`src/rtl/phase_seq_pkg.sv`:
```
package phase_seq_pkg;
  typedef enum logic [2:0] {
    PH_S0   = 3'd0,
    PH_S1   = 3'd1,
    PH_S2   = 3'd2,
    PH_S3   = 3'd3,
    PH_HOLD = 3'd4
  } phase_e;
  localparam int unsigned NUM_PH = 4;
endpackage

```
`src/rtl/phase_seq_fsm.sv`:
```
module phase_seq_fsm
  import phase_seq_pkg::*;
(
  input  logic   clk_i,
  input  logic   rst_ni,
  input  logic   hold_req_ni,
  output phase_e phase_o
);
  phase_e st_q, st_d;

  always_comb begin
    st_d = st_q;
    unique case (st_q)
      PH_S0:   st_d = PH_S1;
      PH_S1:   st_d = PH_S2;
      PH_S2:   st_d = PH_S3;
      PH_S3:   st_d = hold_req_ni ? PH_S0 : PH_HOLD;
      PH_HOLD: st_d = hold_req_ni ? PH_S0 : PH_HOLD;
      default: st_d = PH_S0;
    endcase
  end

  always_ff @(posedge clk_i or negedge rst_ni) begin
    if (!rst_ni) st_q <= PH_S0;
    else         st_q <= st_d;
  end

  assign phase_o = st_q;
endmodule

```
`src/rtl/phase_seq_pc.sv`:
```
module phase_seq_pc
  import phase_seq_pkg::*;
#(
  parameter int unsigned    ADDR_W   = 16,
  parameter logic [ADDR_W-1:0] RESET_PC = '0
) (
  input  logic              clk_i,
  input  logic              rst_ni,
  input  phase_e            phase_i,
  input  logic              s1_pgm_i,
  input  logic              jump_i,
  input  logic [ADDR_W-1:0] jump_addr_i,
  output logic [ADDR_W-1:0] pc_o
);
  localparam logic [ADDR_W-1:0] STEP_ONE = ADDR_W'(1);
  localparam logic [ADDR_W-1:0] STEP_TWO = ADDR_W'(2);

  logic [ADDR_W-1:0] pc_q;
  logic              skip_q;

  // remember whether the operand slot consumed a program word
  always_ff @(posedge clk_i or negedge rst_ni) begin
    if (!rst_ni)                skip_q <= 1'b0;
    else if (phase_i == PH_S1)  skip_q <= s1_pgm_i;
  end

  always_ff @(posedge clk_i or negedge rst_ni) begin
    if (!rst_ni) begin
      pc_q <= RESET_PC;
    end else if (phase_i == PH_S3) begin
      if (jump_i) pc_q <= jump_addr_i;
      else        pc_q <= pc_q + (skip_q ? STEP_TWO : STEP_ONE);
    end
  end

  assign pc_o = pc_q;
endmodule

```
`src/rtl/phase_seq_bus.sv`:
```
module phase_seq_bus
  import phase_seq_pkg::*;
#(
  parameter int unsigned ADDR_W = 16,
  parameter int unsigned DATA_W = 8
) (
  input  logic              clk_i,
  input  logic              rst_ni,
  input  phase_e            phase_i,
  input  logic [ADDR_W-1:0] pc_i,
  input  logic              op_imm_i,
  input  logic              op_load_i,
  input  logic              op_store_i,
  input  logic [ADDR_W-1:0] data_addr_i,
  input  logic [DATA_W-1:0] wr_data_i,
  output logic [ADDR_W-1:0] addr_o,
  output logic              addr_oe_o,
  output logic [DATA_W-1:0] data_o,
  output logic              data_oe_o,
  output logic              pgm_rd_no,
  output logic              mem_rd_no,
  output logic              mem_wr_no,
  output logic              wr_valid_no,
  output logic              op_latch_o,
  output logic              s1_pgm_o
);
  logic half_q;

  always_comb begin
    addr_o     = pc_i;
    addr_oe_o  = 1'b1;
    data_oe_o  = 1'b0;
    pgm_rd_no  = 1'b1;
    mem_rd_no  = 1'b1;
    mem_wr_no  = 1'b1;
    op_latch_o = 1'b0;
    s1_pgm_o   = 1'b0;
    unique case (phase_i)
      PH_S0: begin
        pgm_rd_no  = 1'b0;
        op_latch_o = 1'b1;
      end
      PH_S1: begin
        if (op_imm_i) begin
          pgm_rd_no = 1'b0;
          addr_o    = pc_i + ADDR_W'(1);
          s1_pgm_o  = 1'b1;
        end else if (op_load_i) begin
          mem_rd_no = 1'b0;
          addr_o    = data_addr_i;
        end
      end
      PH_S2: begin
        if (op_store_i) begin
          mem_wr_no = 1'b0;
          addr_o    = data_addr_i;
          data_oe_o = 1'b1;
        end
      end
      PH_S3: ;
      default: addr_oe_o = 1'b0;
    endcase
  end

  // falling-edge flag marks the low half of the write phase
  always_ff @(negedge clk_i or negedge rst_ni) begin
    if (!rst_ni) half_q <= 1'b0;
    else         half_q <= (phase_i == PH_S2);
  end

  assign wr_valid_no = ~((phase_i == PH_S2) & op_store_i & half_q);
  assign data_o      = wr_data_i;
endmodule

```
`src/rtl/phase_seq.sv`:
```
module phase_seq
  import phase_seq_pkg::*;
#(
  parameter int unsigned ADDR_W = 16,
  parameter int unsigned DATA_W = 8,
  parameter logic [ADDR_W-1:0] RESET_PC = '0
) (
  input  logic              clk_i,
  input  logic              rst_ni,
  input  logic              op_imm_i,
  input  logic              op_load_i,
  input  logic              op_store_i,
  input  logic              op_jump_i,
  input  logic [ADDR_W-1:0] jump_addr_i,
  input  logic [ADDR_W-1:0] data_addr_i,
  input  logic [DATA_W-1:0] wr_data_i,
  input  logic              hold_req_ni,
  output logic              hold_ack_no,
  output logic [ADDR_W-1:0] addr_o,
  output logic              addr_oe_o,
  output logic [DATA_W-1:0] data_o,
  output logic              data_oe_o,
  output logic              pgm_rd_no,
  output logic              mem_rd_no,
  output logic              mem_wr_no,
  output logic              wr_valid_no,
  output logic              op_latch_o,
  output logic [NUM_PH-1:0] phase_o
);
  phase_e            phase;
  logic [ADDR_W-1:0] pc;
  logic              s1_pgm;

  phase_seq_fsm i_fsm (
    .clk_i      (clk_i),
    .rst_ni     (rst_ni),
    .hold_req_ni(hold_req_ni),
    .phase_o    (phase)
  );

  phase_seq_pc #(.ADDR_W(ADDR_W), .RESET_PC(RESET_PC)) i_pc (
    .clk_i      (clk_i),
    .rst_ni     (rst_ni),
    .phase_i    (phase),
    .s1_pgm_i   (s1_pgm),
    .jump_i     (op_jump_i),
    .jump_addr_i(jump_addr_i),
    .pc_o       (pc)
  );

  phase_seq_bus #(.ADDR_W(ADDR_W), .DATA_W(DATA_W)) i_bus (
    .clk_i      (clk_i),
    .rst_ni     (rst_ni),
    .phase_i    (phase),
    .pc_i       (pc),
    .op_imm_i   (op_imm_i),
    .op_load_i  (op_load_i),
    .op_store_i (op_store_i),
    .data_addr_i(data_addr_i),
    .wr_data_i  (wr_data_i),
    .addr_o     (addr_o),
    .addr_oe_o  (addr_oe_o),
    .data_o     (data_o),
    .data_oe_o  (data_oe_o),
    .pgm_rd_no  (pgm_rd_no),
    .mem_rd_no  (mem_rd_no),
    .mem_wr_no  (mem_wr_no),
    .wr_valid_no(wr_valid_no),
    .op_latch_o (op_latch_o),
    .s1_pgm_o   (s1_pgm)
  );

  for (genvar k = 0; k < NUM_PH; k++) begin : g_phase_onehot
    assign phase_o[k] = (phase == phase_e'(k));
  end

  assign hold_ack_no = (phase != PH_HOLD);
endmodule

```
`config.mk`:
```
export PLATFORM = sky130hd
export DESIGN_NAME = phase_seq
export DESIGN_NICKNAME = d
export VERILOG_FILES = /design/src/rtl/phase_seq_pkg.sv /design/src/rtl/phase_seq_fsm.sv /design/src/rtl/phase_seq_pc.sv /design/src/rtl/phase_seq_bus.sv /design/src/rtl/phase_seq.sv
export SDC_FILE = /design/constraint.sdc
export NUM_CORES = 1
export LEC_CHECK = 0
export BUFFER_PORTS_ARGS = -buffer_cell sky130_fd_sc_hd__buf_2
export CORE_MARGIN = 8
export CORE_UTILIZATION = 49
export CTS_CLUSTER_SIZE = 12
export DETAILED_ROUTE_END_ITERATION = 8
export PLACE_DENSITY = 0.83
export SLEW_MARGIN = 20
export SYNTH_ARGS = -nofsm -noshare
export SYNTH_HDL_FRONTEND = slang
export SYNTH_SLANG_ARGS = --single-unit
export TNS_END_PERCENT = 20
```
`constraint.sdc`:
```
create_clock -name clk_i -period 2.7 [get_ports clk_i]
set_input_delay 0 -clock clk_i [delete_from_list [all_inputs] [get_ports clk_i]]
set_output_delay 0 -clock clk_i [all_outputs]
set_load 0.05 [all_outputs]
```
==> impl_summary.txt, run 1 <==
----------------------------------------------------
[Pwr]
  Largest vdd supply drop ... 0.484 mV
  Switching component of the power ... 2.07 mW
  Share of power burned in combinational logic ... 69.7%
  Power per Cell Area ... 1370 mW/mm2
  Internal Dissipation ... 1.23 mW
  Sequential share of power ... 23.9%
  Leakage power figure ... 1.02 nW
  Share of total power consumed by net switching ... 62.7%
  Relative contribution of the clock network to total power ... 6.3%

[STA]
  Time the final worst path needs with I/O delays and setup ... 2.29 ns
  Worst slew margin relative to its limit ... 63.7%
  Final Skew ... 0.0136 ns
  Final total negative setup slack ... 0 ns
  Count of final setup violators ... 0
  Share of the clock period used by the worst path after layout ... 84.8%
  Hold WS ... 0.0000220 ns
  Worst-Margin Slew ... 0.545 ns
  Max Freq ... 437 MHz
  Setup repair after global routing missed its margin ... no
  Number of hold violations in the final report ... 0
  Count of final max-slew check failures ... 0

[Critical path]
  Critical path class ... register to output pin
  Worst Path Required ... 2.70 ns
  Sort of element at the start of the critical path ... register
  Launch instance of the worst register-to-register path ... i_fsm.phase_o[1]$_DFF_PN0_
  Most used cell, CP ... sky130_fd_sc_hd__nor2_1
  R2r setup slk ... 0.50 ns
  Critical path depth in cells ... 6
  Register-to-Register Path Depth ... 2
  Endpoint of the most critical register-to-register path ... i_bus.half_q$_DFF_NN0_
  Critical path endpoint category ... output pin
  Cell with the largest stage delay on the worst path ... sky130_fd_sc_hd__dfrtp_1
  CP Cell Sequence ... nor2_1 -> and3_1 -> nor2_1 -> a221oi_1 -> o21ai_0 -> buf_2
  Slowest stage delay, CP ... 0.56 ns
  Data arrival, critical path ... 2.29 ns
  Buffering stage count on the worst path with inverters included ... 1
  Critical path fanouts, max ... 11
  Capture point of the worst path ... addr_o[6]
  CP top delay family ... simple AND/OR/NAND/NOR gates
  Critical Path Source ... i_fsm.phase_o[2]$_DFF_PN0_

[Global routing]
  Number of global-route vias before repair ... 1,989
  Met1 GRT Util ... 23.0%
  Most used routing layer in global routing ... met2
  Remaining Overflow, GRT ... 0
  M3 GR Usage ... 3.75%
  Total global routing track utilization ... 17.5%
  Initial antenna violation count ... 0
  Largest net degree at the start of global routing ... 34
  Met2 track utilization from global routing ... 27.5%
  Global-route wire length before repair ... 9420 um

[Clock network]
  Cts repair resizes ... 0
  Clock sink count ... 21
  Clk Latency, worst-skew pair ... 0.27 ns
  TritonCTS clock tree ... done
  Number of H-tree levels ... 1
  Number of clock buffers inserted by TritonCTS ... 3
  CTS max path bufs ... 2
  Postcts setup bufs ... 0
  Post-CTS clock slew at the launch and capture registers of the worst setup and hold paths ... 0.08 ns
  Clock tree root buffer cell ... sky130_fd_sc_hd__clkbuf_8

[Logic synthesis]
  Number of enable flip-flop cells after synthesis ... 0
  Async S/R FF share, synth ... 100%
  Combined area of all synthesized cells ... 0.00208 mm2
  Syn nets ... 325
  Sequential area share after synthesis ... 25.2%
  Area share of the largest cell type after synthesis ... 24.0%
  Most repeated cell in the gate-level netlist after synthesis ... sky130_fd_sc_hd__o21ai_0
  Synth warn ... 0
  Leading post-synthesis cells by instance count ... 30 x sky130_fd_sc_hd__o21ai_0, 26 x sky130_fd_sc_hd__nor2_1, 23 x sky130_fd_sc_hd__a21oi_1
  Count of distinct cell types in the synthesized netlist ... 56
  Gate Count Post-Synth ... 274
  Yosys reg bits ... 21
  Yosys top cell by area ... sky130_fd_sc_hd__dfrtp_1
  Cell types with the largest area share after synthesis ... sky130_fd_sc_hd__dfrtp_1 24%, sky130_fd_sc_hd__o21ai_0 7.2%, sky130_fd_sc_hd__a21oi_1 5.5%
  Most used flip-flop cell after synthesis ... sky130_fd_sc_hd__dfrtp_1
  Average instance area after synthesis ... 7.60 um2

[Layout]
  Number of nets at the end of the flow ... 370
  Layout cells sized above 1 ... 27.4%
  Synth-to-Final Area Change ... 15.5%
  Fill cells ... 372
  Cell area after layout ... 0.00240 mm2
  Number of inserted diodes ... 0

[Detailed routing]
  Post-DR wirelength/cell ... 16.5 um
  Total routed wirelength ... 6070 um
  DR iter-0 viols ... 125
  Final routed DRC violation total ... 0
  Number of search-and-repair iterations in the first detailed-routing pass ... 4
  Average vias per placed instance ... 6.11
  Antenna viol nets, final ... 0
  Via count ... 2,247

[Floorplanning]
  Placeable Area ... 0.00406 mm2
  Number of placed I/O pins ... 83
  Number of placement rows ... 23
  Effective utilization at floorplan ... 51.3%
  Die Ht ... 81.2 um
  Overall die width ... 81.2 um
  Die outline area ... 0.00659 mm2

[Placement]
  Post-detailed-placement half-perimeter wirelength ... 4640 um
  Placement-stage cell area ... 0.00233 mm2
  Final Wtd Congestion ... 0.849
  Count of input and output buffers ... 66

[Min path]
  Worst Hold Class ... input pin to output pin
  Startpoint of the tightest hold check path ... wr_data_i[3]

[Run]
  Max-capacitance violation count ... 0

[Outcome]
  Status ... complete, no violations

----------------------------------------------------
[state kept, by name, indices dropped and copies added (netlist names)]
register,count
i_pc.pc_o,16
i_fsm.phase_o,3
i_bus.half_q,1
i_pc.skip_q,1
[worst reg2reg max path, cell delays in order, from the launching register on]
cell                      delay, ns
sky130_fd_sc_hd__dfrtp_1       0.47
sky130_fd_sc_hd__inv_1         0.17
sky130_fd_sc_hd__nor3_4        0.06
[stage by stage]
step,util [%],setup slack (ns),std cells,power [mW]
after CTS,59.3,0.427,368,3.30
final,59.3,0.409,368,3.30
after global routing,59.3,0.273,368,3.51
after global placement,57.4,0.534,361,3.04
after detailed placement,57.4,0.494,361,3.07
after floorplan,-,0.141,274,2.63
[worst min-delay path by stage]
stage / to / cells after the start
floorplan: i_fsm.phase_o[0]$_DFF_PN0_ / 0
global placement: data_o[1] / 0
detailed placement: data_o[1] / 0
CTS: data_o[1] / 0
global route: data_o[3] / 0
finish: data_o[3] / 0
[power by group through the flow]
stage | clock, mW | sequential, mW | combinational, mW
floorplan | 0 | 0.574 | 2.06
global placement | 0 | 0.771 | 2.27
detailed placement | 0 | 0.785 | 2.29
CTS | 0.217 | 0.776 | 2.31
global route | 0.233 | 0.816 | 2.46
finish | 0.209 | 0.791 | 2.30
[routing by layer]
layer / vias up / wire, um / share of wire, %
met3: 6 / 592 / 9.8
met2: 104 / 2800 / 46
met5: - / 0 / 0
li1: 1092 / - / -
met4: 0 / 75 / 1.2
met1: 1045 / 2600 / 43
[area by class of cell]
cell class              instances  area [um2]  share of cell area [%]
multi-input cells             209        1350                    56.0
flip-flops and latches         21         526                    21.9
repair buffers                 71         375                    15.6
well taps                      50        62.6                    2.60
inverters                      13        48.8                    2.03
clock buffers                   4        45.0                    1.87
[layout by cell type (no fill, tap or decap), drive strengths merged, types with 5 or more instances in the layout]
master | Yosys | routed
buf | 22 | 68
o21ai | 31 | 31
nor2 | 28 | 28
a21oi | 24 | 24
nand2 | 22 | 22
dfrtp | 20 | 20
inv | 13 | 13
nand3 | 10 | 10
a221o | 8 | 8
nor3 | 8 | 8
nand4 | 7 | 7
xnor2 | 6 | 6
a22oi | 5 | 5
a211oi | 5 | 5
[cell families (layout without fill, tap and decap cells)]
logic type,count (synthesis),after routing,synth area share [%]
AO/OA/AOI/OAI,95,95,29.6
XOR/XNOR,6,6,2.52
adder cells (fa/ha/maj),4,4,2.76
buffers and inverters,44,88,10.6
flip-flops,21,21,25.2
multiplexers,8,8,4.09
AND/OR/NAND/NOR,96,96,25.2
[timing repair]
item	CTS	global route
endpoints found under the hold margin	22	0
endpoints found under the setup margin	0	0
hold buffers	3	0
Note: power is estimated with default switching activity, not from simulation.
==> run 2, diff against run 1 <==
- ABC_AREA: not set -> 1
- CORE_UTILIZATION: 49 -> 46
- PLACE_DENSITY: 0.83 -> 0.8
- clock period: 2.7 -> 1.9 ns (I/O delays scaled with it)
==> run 2 against run 1 <==
Effect of this change:
- the flow now finishes with violations (setup timing)
- clock skew shrank 0.0014 ns
- routed wire length grew 29%
- worst setup slack lost 0.44 ns
- critical path type is now register to register
- largest cell class unchanged
- largest power group unchanged
==> impl_summary.txt, run 2 <==
----------------------------------------------------
[STA]
  Final Skew ... 0.0122 ns
  Max Freq ... 518 MHz
  Time the final worst path needs with I/O delays and setup ... 1.93 ns
  Share of the clock period used by the worst path after layout ... 102%
  Count of final max-slew check failures ... 0
  Count of final setup violators ... 2
  Final Worst Setup Slack ... -0.0306 ns
  Worst-Margin Slew ... 0.650 ns
  Hold WS ... 0.0000193 ns
  Worst slew margin relative to its limit ... 56.6%
  Setup repair after global routing missed its margin ... yes
  Number of hold violations in the final report ... 0

[Min path]
  Worst Hold Class ... input pin to output pin

[Floorplanning]
  Effective utilization at floorplan ... 46.7%
  Number of placement rows ... 26
  Die outline area ... 0.00762 mm2
  Overall die width ... 87.3 um
  Die Ht ... 87.3 um
  Number of placed I/O pins ... 83
  Placeable Area ... 0.00501 mm2

[Clock network]
  Post-CTS clock slew at the launch and capture registers of the worst setup and hold paths ... 0.08 ns
  CTS max path bufs ... 2
  Clock tree root buffer cell ... sky130_fd_sc_hd__clkbuf_8
  TritonCTS clock tree ... done
  Clock sink count ... 21
  Number of clock buffers inserted by TritonCTS ... 3
  Number of H-tree levels ... 1
  Clk Latency, worst-skew pair ... 0.27 ns

[Critical path]
  Cell with the largest stage delay on the worst path ... sky130_fd_sc_hd__fa_2
  Critical path fanouts, max ... 5
  Data arrival, critical path ... 2.06 ns
  CP top delay family ... adder cells
  Worst Path Required ... 2.03 ns
  Critical path class ... register to register
  Critical path endpoint category ... register
  Most used cell, CP ... sky130_fd_sc_hd__inv_2
  Slowest stage delay, CP ... 0.42 ns
  Buffering stage count on the worst path with inverters included ... 4
  Sort of element at the start of the critical path ... register
  CP Cell Sequence ... buf_6 -> ha_4 -> inv_2 -> fa_2 -> inv_2 -> nand3_4 -> nor2_4 -> buf_4 -> nand3_1 -> nand2_1 -> a21oi_1

[Logic synthesis]
  Synth warn ... 0
  Async S/R FF share, synth ... 100%
  Gate Count Post-Synth ... 403
  Yosys top cell by area ... sky130_fd_sc_hd__dfrtp_1
  Combined area of all synthesized cells ... 0.00234 mm2
  Area share of the largest cell type after synthesis ... 21.4%
  Leading post-synthesis cells by instance count ... 121 x sky130_fd_sc_hd__nand2_1, 58 x sky130_fd_sc_hd__inv_1, 35 x sky130_fd_sc_hd__nand3_1
  Most used flip-flop cell after synthesis ... sky130_fd_sc_hd__dfrtp_1
  Yosys reg bits ... 21
  Syn nets ... 454
  Cell types with the largest area share after synthesis ... sky130_fd_sc_hd__dfrtp_1 21%, sky130_fd_sc_hd__nand2_1 19%, sky130_fd_sc_hd__inv_1 9.3%
  Number of enable flip-flop cells after synthesis ... 0
  Count of distinct cell types in the synthesized netlist ... 32
  Sequential area share after synthesis ... 22.5%
  Most repeated cell in the gate-level netlist after synthesis ... sky130_fd_sc_hd__nand2_1
  Average instance area after synthesis ... 5.81 um2

[Placement]
  Placement-stage cell area ... 0.00273 mm2
  Post-detailed-placement half-perimeter wirelength ... 5800 um
  Count of input and output buffers ... 66
  Final Wtd Congestion ... 0.942
  Pre-CTS setup slack ... -0.0555 ns

[Layout]
  Synth-to-Final Area Change ... 28.4%
  Layout cells sized above 1 ... 30.0%
  Most frequent cells in the layout ... 118 x sky130_fd_sc_hd__nand2_1, 55 x sky130_fd_sc_hd__buf_2, 54 x sky130_fd_sc_hd__inv_1, 32 x sky130_fd_sc_hd__nand3_1
  Cell area after layout ... 0.00300 mm2
  Max FFs per register ... 16
  Final core occ ... 60.0%
  Number of inserted diodes ... 0
  Commonest non-fill, non-tap cell in the layout ... sky130_fd_sc_hd__nand2_1
  Number of nets at the end of the flow ... 526

[Pwr]
  Largest vdd supply drop ... 1.01 mV
  Overall power ... 6.34 mW
  Leakage power figure ... 1.61 nW
  Power per Cell Area ... 2110 mW/mm2

[Global routing]
  Number of global-route vias before repair ... 2,719
  Global-route wire length before repair ... 12,500 um
  Remaining Overflow, GRT ... 0
  Largest net degree at the start of global routing ... 21
  Initial antenna violation count ... 0
  Total global routing track utilization ... 20.1%

[Outcome]
  Status ... finished, violations left
  Failing checks ... setup timing

[Detailed routing]
  Average vias per placed instance ... 5.35
  Via count ... 2,912
  DR iter-0 viols ... 300
  Final routed DRC violation total ... 0
  Total routed wirelength ... 7840 um
  Number of search-and-repair iterations in the first detailed-routing pass ... 5
  Post-DR wirelength/cell ... 14.4 um
  Antenna viol nets, final ... 0

[Run]
  Max-capacitance violation count ... 0

----------------------------------------------------
[run 2: final cells by class]
type                       count  area, um2
clock buffer                   4       45.0
fill                         488       2010
inverter                      64        244
multi-input combinational    295       1540
sequential                    21        532
tap                           70       87.6
timing repair buffer          90        559
[run 2: metrics by stage]
stage	cells	setup TNS [ns]
2_1_floorplan	403	-0.00525
3_3_place_gp	529	0
3_5_place_dp	529	-0.0763
4_1_cts	537	0
5_1_grt	544	-0.517
6_report	544	-0.0456
[run 2: cell families after synthesis]
family,share of synthesized area [%]
adders and majority gates,2.46
and+or+nand+nor,40.7
DFF,22.5
buffers and inverters,16.1
AOI/OAI and AO/OA,18.2
[run 2: what timing repair did]
action,CTS,global route
buffers inserted,0,7
hold buffers,4,0
pin swaps,2,12
cloned,0,0
gates resized for setup,8,39
endpoints found under the hold margin,23,0
setup endpoints to repair,8,22
[run 2: routing by layer]
layer  vias up  global-route usage (%)  part of all wire [%]
li1       1425                       -                     -
met1      1316                    25.5                    41
met2       151                    33.8                    48
met3        20                    3.40                   9.5
met4         0                    5.47                   1.8
met5         -                       0                     0
[run 2: power by group]
part / switching (mW) / internal [mW] / leakage, nW / total (mW)
Combinational: 3.51 / 1.51 / 1.35 / 5.02
Clock: 0.156 / 0.150 / 0.0228 / 0.306
Sequential: 0.336 / 0.674 / 0.238 / 1.01
Total: 4.01 / 2.33 / 1.61 / 6.34
[run 2: worst paths after layout]
check / cells past startpoint / slack [ns] / start / end
max reg2reg: 11 / -0.03 / i_pc.pc_o[0]$_DFFE_PN0P_ / i_pc.pc_o[8]$_DFFE_PN0P_
min reg2reg: 3 / 0.61 / i_fsm.phase_o[0]$_DFF_PN0_ / i_fsm.phase_o[1]$_DFF_PN0_
max in group asynchronous: 2 / 0.87 / rst_ni / i_bus.half_q$_DFF_NN0_
max: 11 / -0.03 / i_pc.pc_o[0]$_DFFE_PN0P_ / i_pc.pc_o[8]$_DFFE_PN0P_
min: 0 / 0.00002 / wr_data_i[6] / data_o[6]
min in group asynchronous: 3 / 0.31 / rst_ni / i_pc.pc_o[0]$_DFFE_PN0P_
==> run 3, diff against run 2 <==
- SKIP_LAST_GASP: not set -> 1
==> run 3 against run 2 <==
Effect of this change:
- core utilization is 0.57 points lower
- critical path depth stayed put
- first-iteration DRC count is 1.0% higher
- clock skew hardly changed
- via count is 1.3% lower
- sequential share of layout area is 0.17 points higher
- register-to-register slack better by 0.05 ns
- largest power group unchanged
- the run now ends clean
- clock power hardly changed
- sequential power hardly changed
- worst setup slack better by 0.052 ns
- largest cell class unchanged
- die area stayed put
==> impl_summary.txt, run 3 (synthesized netlist as in run 2, its figures left out) <==
----------------------------------------------------
[Outcome]
  Status ... complete, no violations

[Clock network]
  CTS max path bufs ... 2
  Number of clock buffers inserted by TritonCTS ... 3
  Clock tree root buffer cell ... sky130_fd_sc_hd__clkbuf_8
  TritonCTS clock tree ... done
  Clock sink count ... 21
  Post-CTS clock slew at the launch and capture registers of the worst setup and hold paths ... 0.08 ns
  Clk Latency, worst-skew pair ... 0.27 ns
  Number of H-tree levels ... 1

[Run]
  Max-capacitance violation count ... 0

[STA]
  Worst-Margin Slew ... 0.625 ns
  Time the final worst path needs with I/O delays and setup ... 1.88 ns
  Worst slew margin relative to its limit ... 58.3%
  Count of final setup violators ... 0
  Number of hold violations in the final report ... 0
  Share of the clock period used by the worst path after layout ... 98.9%
  Max Freq ... 532 MHz
  Count of final max-slew check failures ... 0
  Setup repair after global routing missed its margin ... yes
  Final Skew ... 0.0125 ns
  Hold WS ... 0.0000193 ns

[Pwr]
  Overall power ... 6.25 mW
  Largest vdd supply drop ... 0.956 mV
  Share of power burned in combinational logic ... 79.1%
  Switching component of the power ... 3.97 mW
  Power per Cell Area ... 2100 mW/mm2
  Sequential share of power ... 16.0%
  Share of total power consumed by net switching ... 63.5%
  Internal Dissipation ... 2.28 mW
  Relative contribution of the clock network to total power ... 4.9%
  Leakage power figure ... 1.60 nW

[Critical path]
  Cell with the largest stage delay on the worst path ... sky130_fd_sc_hd__fa_2
  Worst Path Required ... 2.03 ns
  Buffering stage count on the worst path with inverters included ... 4
  Sort of element at the start of the critical path ... register
  Data arrival, critical path ... 2.01 ns
  Most used cell, CP ... sky130_fd_sc_hd__inv_2
  Slowest stage delay, CP ... 0.42 ns
  Critical path endpoint category ... register
  Critical path fanouts, max ... 5
  Critical path class ... register to register
  Launch instance of the worst register-to-register path ... i_pc.skip_q$_DFFE_PN0P_
  Critical Path Source ... i_pc.skip_q$_DFFE_PN0P_
  CP top delay family ... adder cells
  CP Cell Sequence ... inv_2 -> ha_4 -> inv_2 -> fa_2 -> inv_2 -> nand3_4 -> nor2_4 -> buf_4 -> nand3_1 -> nand2_1 -> a21oi_1

[Global routing]
  Most used routing layer in global routing ... met2
  Largest net degree at the start of global routing ... 21
  Remaining Overflow, GRT ... 0
  Global-route wire length before repair ... 12,500 um
  Initial antenna violation count ... 0
  Total global routing track utilization ... 20.1%
  Met1 GRT Util ... 25.5%
  Met2 track utilization from global routing ... 33.8%
  Number of global-route vias before repair ... 2,719
  M3 GR Usage ... 3.40%

[Layout]
  Fill cells ... 494
  Layout cells sized above 1 ... 29.2%
  Most frequent cells in the layout ... 119 x sky130_fd_sc_hd__nand2_1, 57 x sky130_fd_sc_hd__buf_2, 54 x sky130_fd_sc_hd__inv_1, 32 x sky130_fd_sc_hd__nand3_1, 29 x sky130_fd_sc_hd__nor2_1
  Max FFs per register ... 16
  Cell area after layout ... 0.00298 mm2
  Synth-to-Final Area Change ... 27.2%
  Number of inserted diodes ... 0
  Number of nets at the end of the flow ... 525
  Commonest non-fill, non-tap cell in the layout ... sky130_fd_sc_hd__nand2_1
  Area of the multi-input gates ... 0.00152 mm2
  Sequential Area ... 532 um2

[Min path]
  Startpoint of the tightest hold check path ... wr_data_i[6]
  Worst Hold Class ... input pin to output pin

[Floorplanning]
  Die Ht ... 87.3 um
  Number of placement rows ... 26
  Effective utilization at floorplan ... 46.7%
  Overall die width ... 87.3 um
  Die outline area ... 0.00762 mm2
  Placeable Area ... 0.00501 mm2
  Number of placed I/O pins ... 83

[Detailed routing]
  Final routed DRC violation total ... 0
  Via count ... 2,873
  Average vias per placed instance ... 5.29
  Post-DR wirelength/cell ... 14.2 um
  Antenna viol nets, final ... 0
  DR iter-0 viols ... 303
  Total routed wirelength ... 7730 um
  Number of search-and-repair iterations in the first detailed-routing pass ... 5

[Placement]
  Count of input and output buffers ... 66
  Final Wtd Congestion ... 0.942
  Placement-stage cell area ... 0.00273 mm2
  Post-detailed-placement half-perimeter wirelength ... 5800 um

----------------------------------------------------
-- run 3: cell count changes in the layout (fill, tap and decap cells not counted) --
cell	change
sky130_fd_sc_hd__nor2_1	+2
sky130_fd_sc_hd__nand2_4	-1
sky130_fd_sc_hd__clkbuf_4	-1
sky130_fd_sc_hd__buf_6	-1
sky130_fd_sc_hd__nor2_2	-2
sky130_fd_sc_hd__nand2_1	+1
sky130_fd_sc_hd__buf_4	-1
sky130_fd_sc_hd__buf_2	+2
-- run 3: final timing paths --
kind	end	slack [ns]	cells past startpoint
max	i_pc.pc_o[8]$_DFFE_PN0P_	0.02	11
min	data_o[6]	0.00002	0
max reg2reg	i_pc.pc_o[8]$_DFFE_PN0P_	0.02	11
min reg2reg	i_fsm.phase_o[1]$_DFF_PN0_	0.61	3
max in group asynchronous	i_bus.half_q$_DFF_NN0_	0.87	2
min in group asynchronous	i_pc.pc_o[4]$_DFFE_PN0P_	0.31	3
-- run 3: area by class of cell --
type | count | area share, %
timing repair buffer | 89 | 18.3
clock buffer | 4 | 1.51
inverter | 64 | 8.20
multi-input combinational | 295 | 51.2
sequential | 21 | 17.9
tap | 70 | 2.94
-- run 3: through the flow --
stage          setup TNS, ns  util (%)  std cells  setup slack (ns)
2_1_floorplan       -0.00525         -        403          -0.00525
3_3_place_gp               0      54.5        529            0.0355
3_5_place_dp         -0.0763      54.5        529           -0.0555
4_1_cts               -0.119      56.5        537           -0.0322
5_1_grt               -0.559      59.4        543           -0.0714
6_report                   0      59.4        543            0.0211
-- run 3: repair_timing --
action | CTS | global route
endpoints found under the setup margin | 8 | 23
pin swaps | 1 | 12
setup buffers | 0 | 6
endpoints found under the hold margin | 23 | 0
hold buffers | 4 | 0
gates resized for setup | 6 | 33
cloned | 0 | 0
-- run 3: routing by layer --
layer	up-vias	wire [um]
li1	1416	-
met1	1306	3220
met2	137	3640
met3	14	746
met4	0	127
met5	-	0
-- run 3: power by group through the flow --
stage	logic, mW	registers, mW	clock network, mW
final	4.94	1.00	0.306
after global placement	4.44	0.950	0
after detailed placement	4.49	0.963	0
after global routing	5.37	1.03	0.334
after CTS	4.59	0.958	0.312
after floorplan	3.54	0.876	0
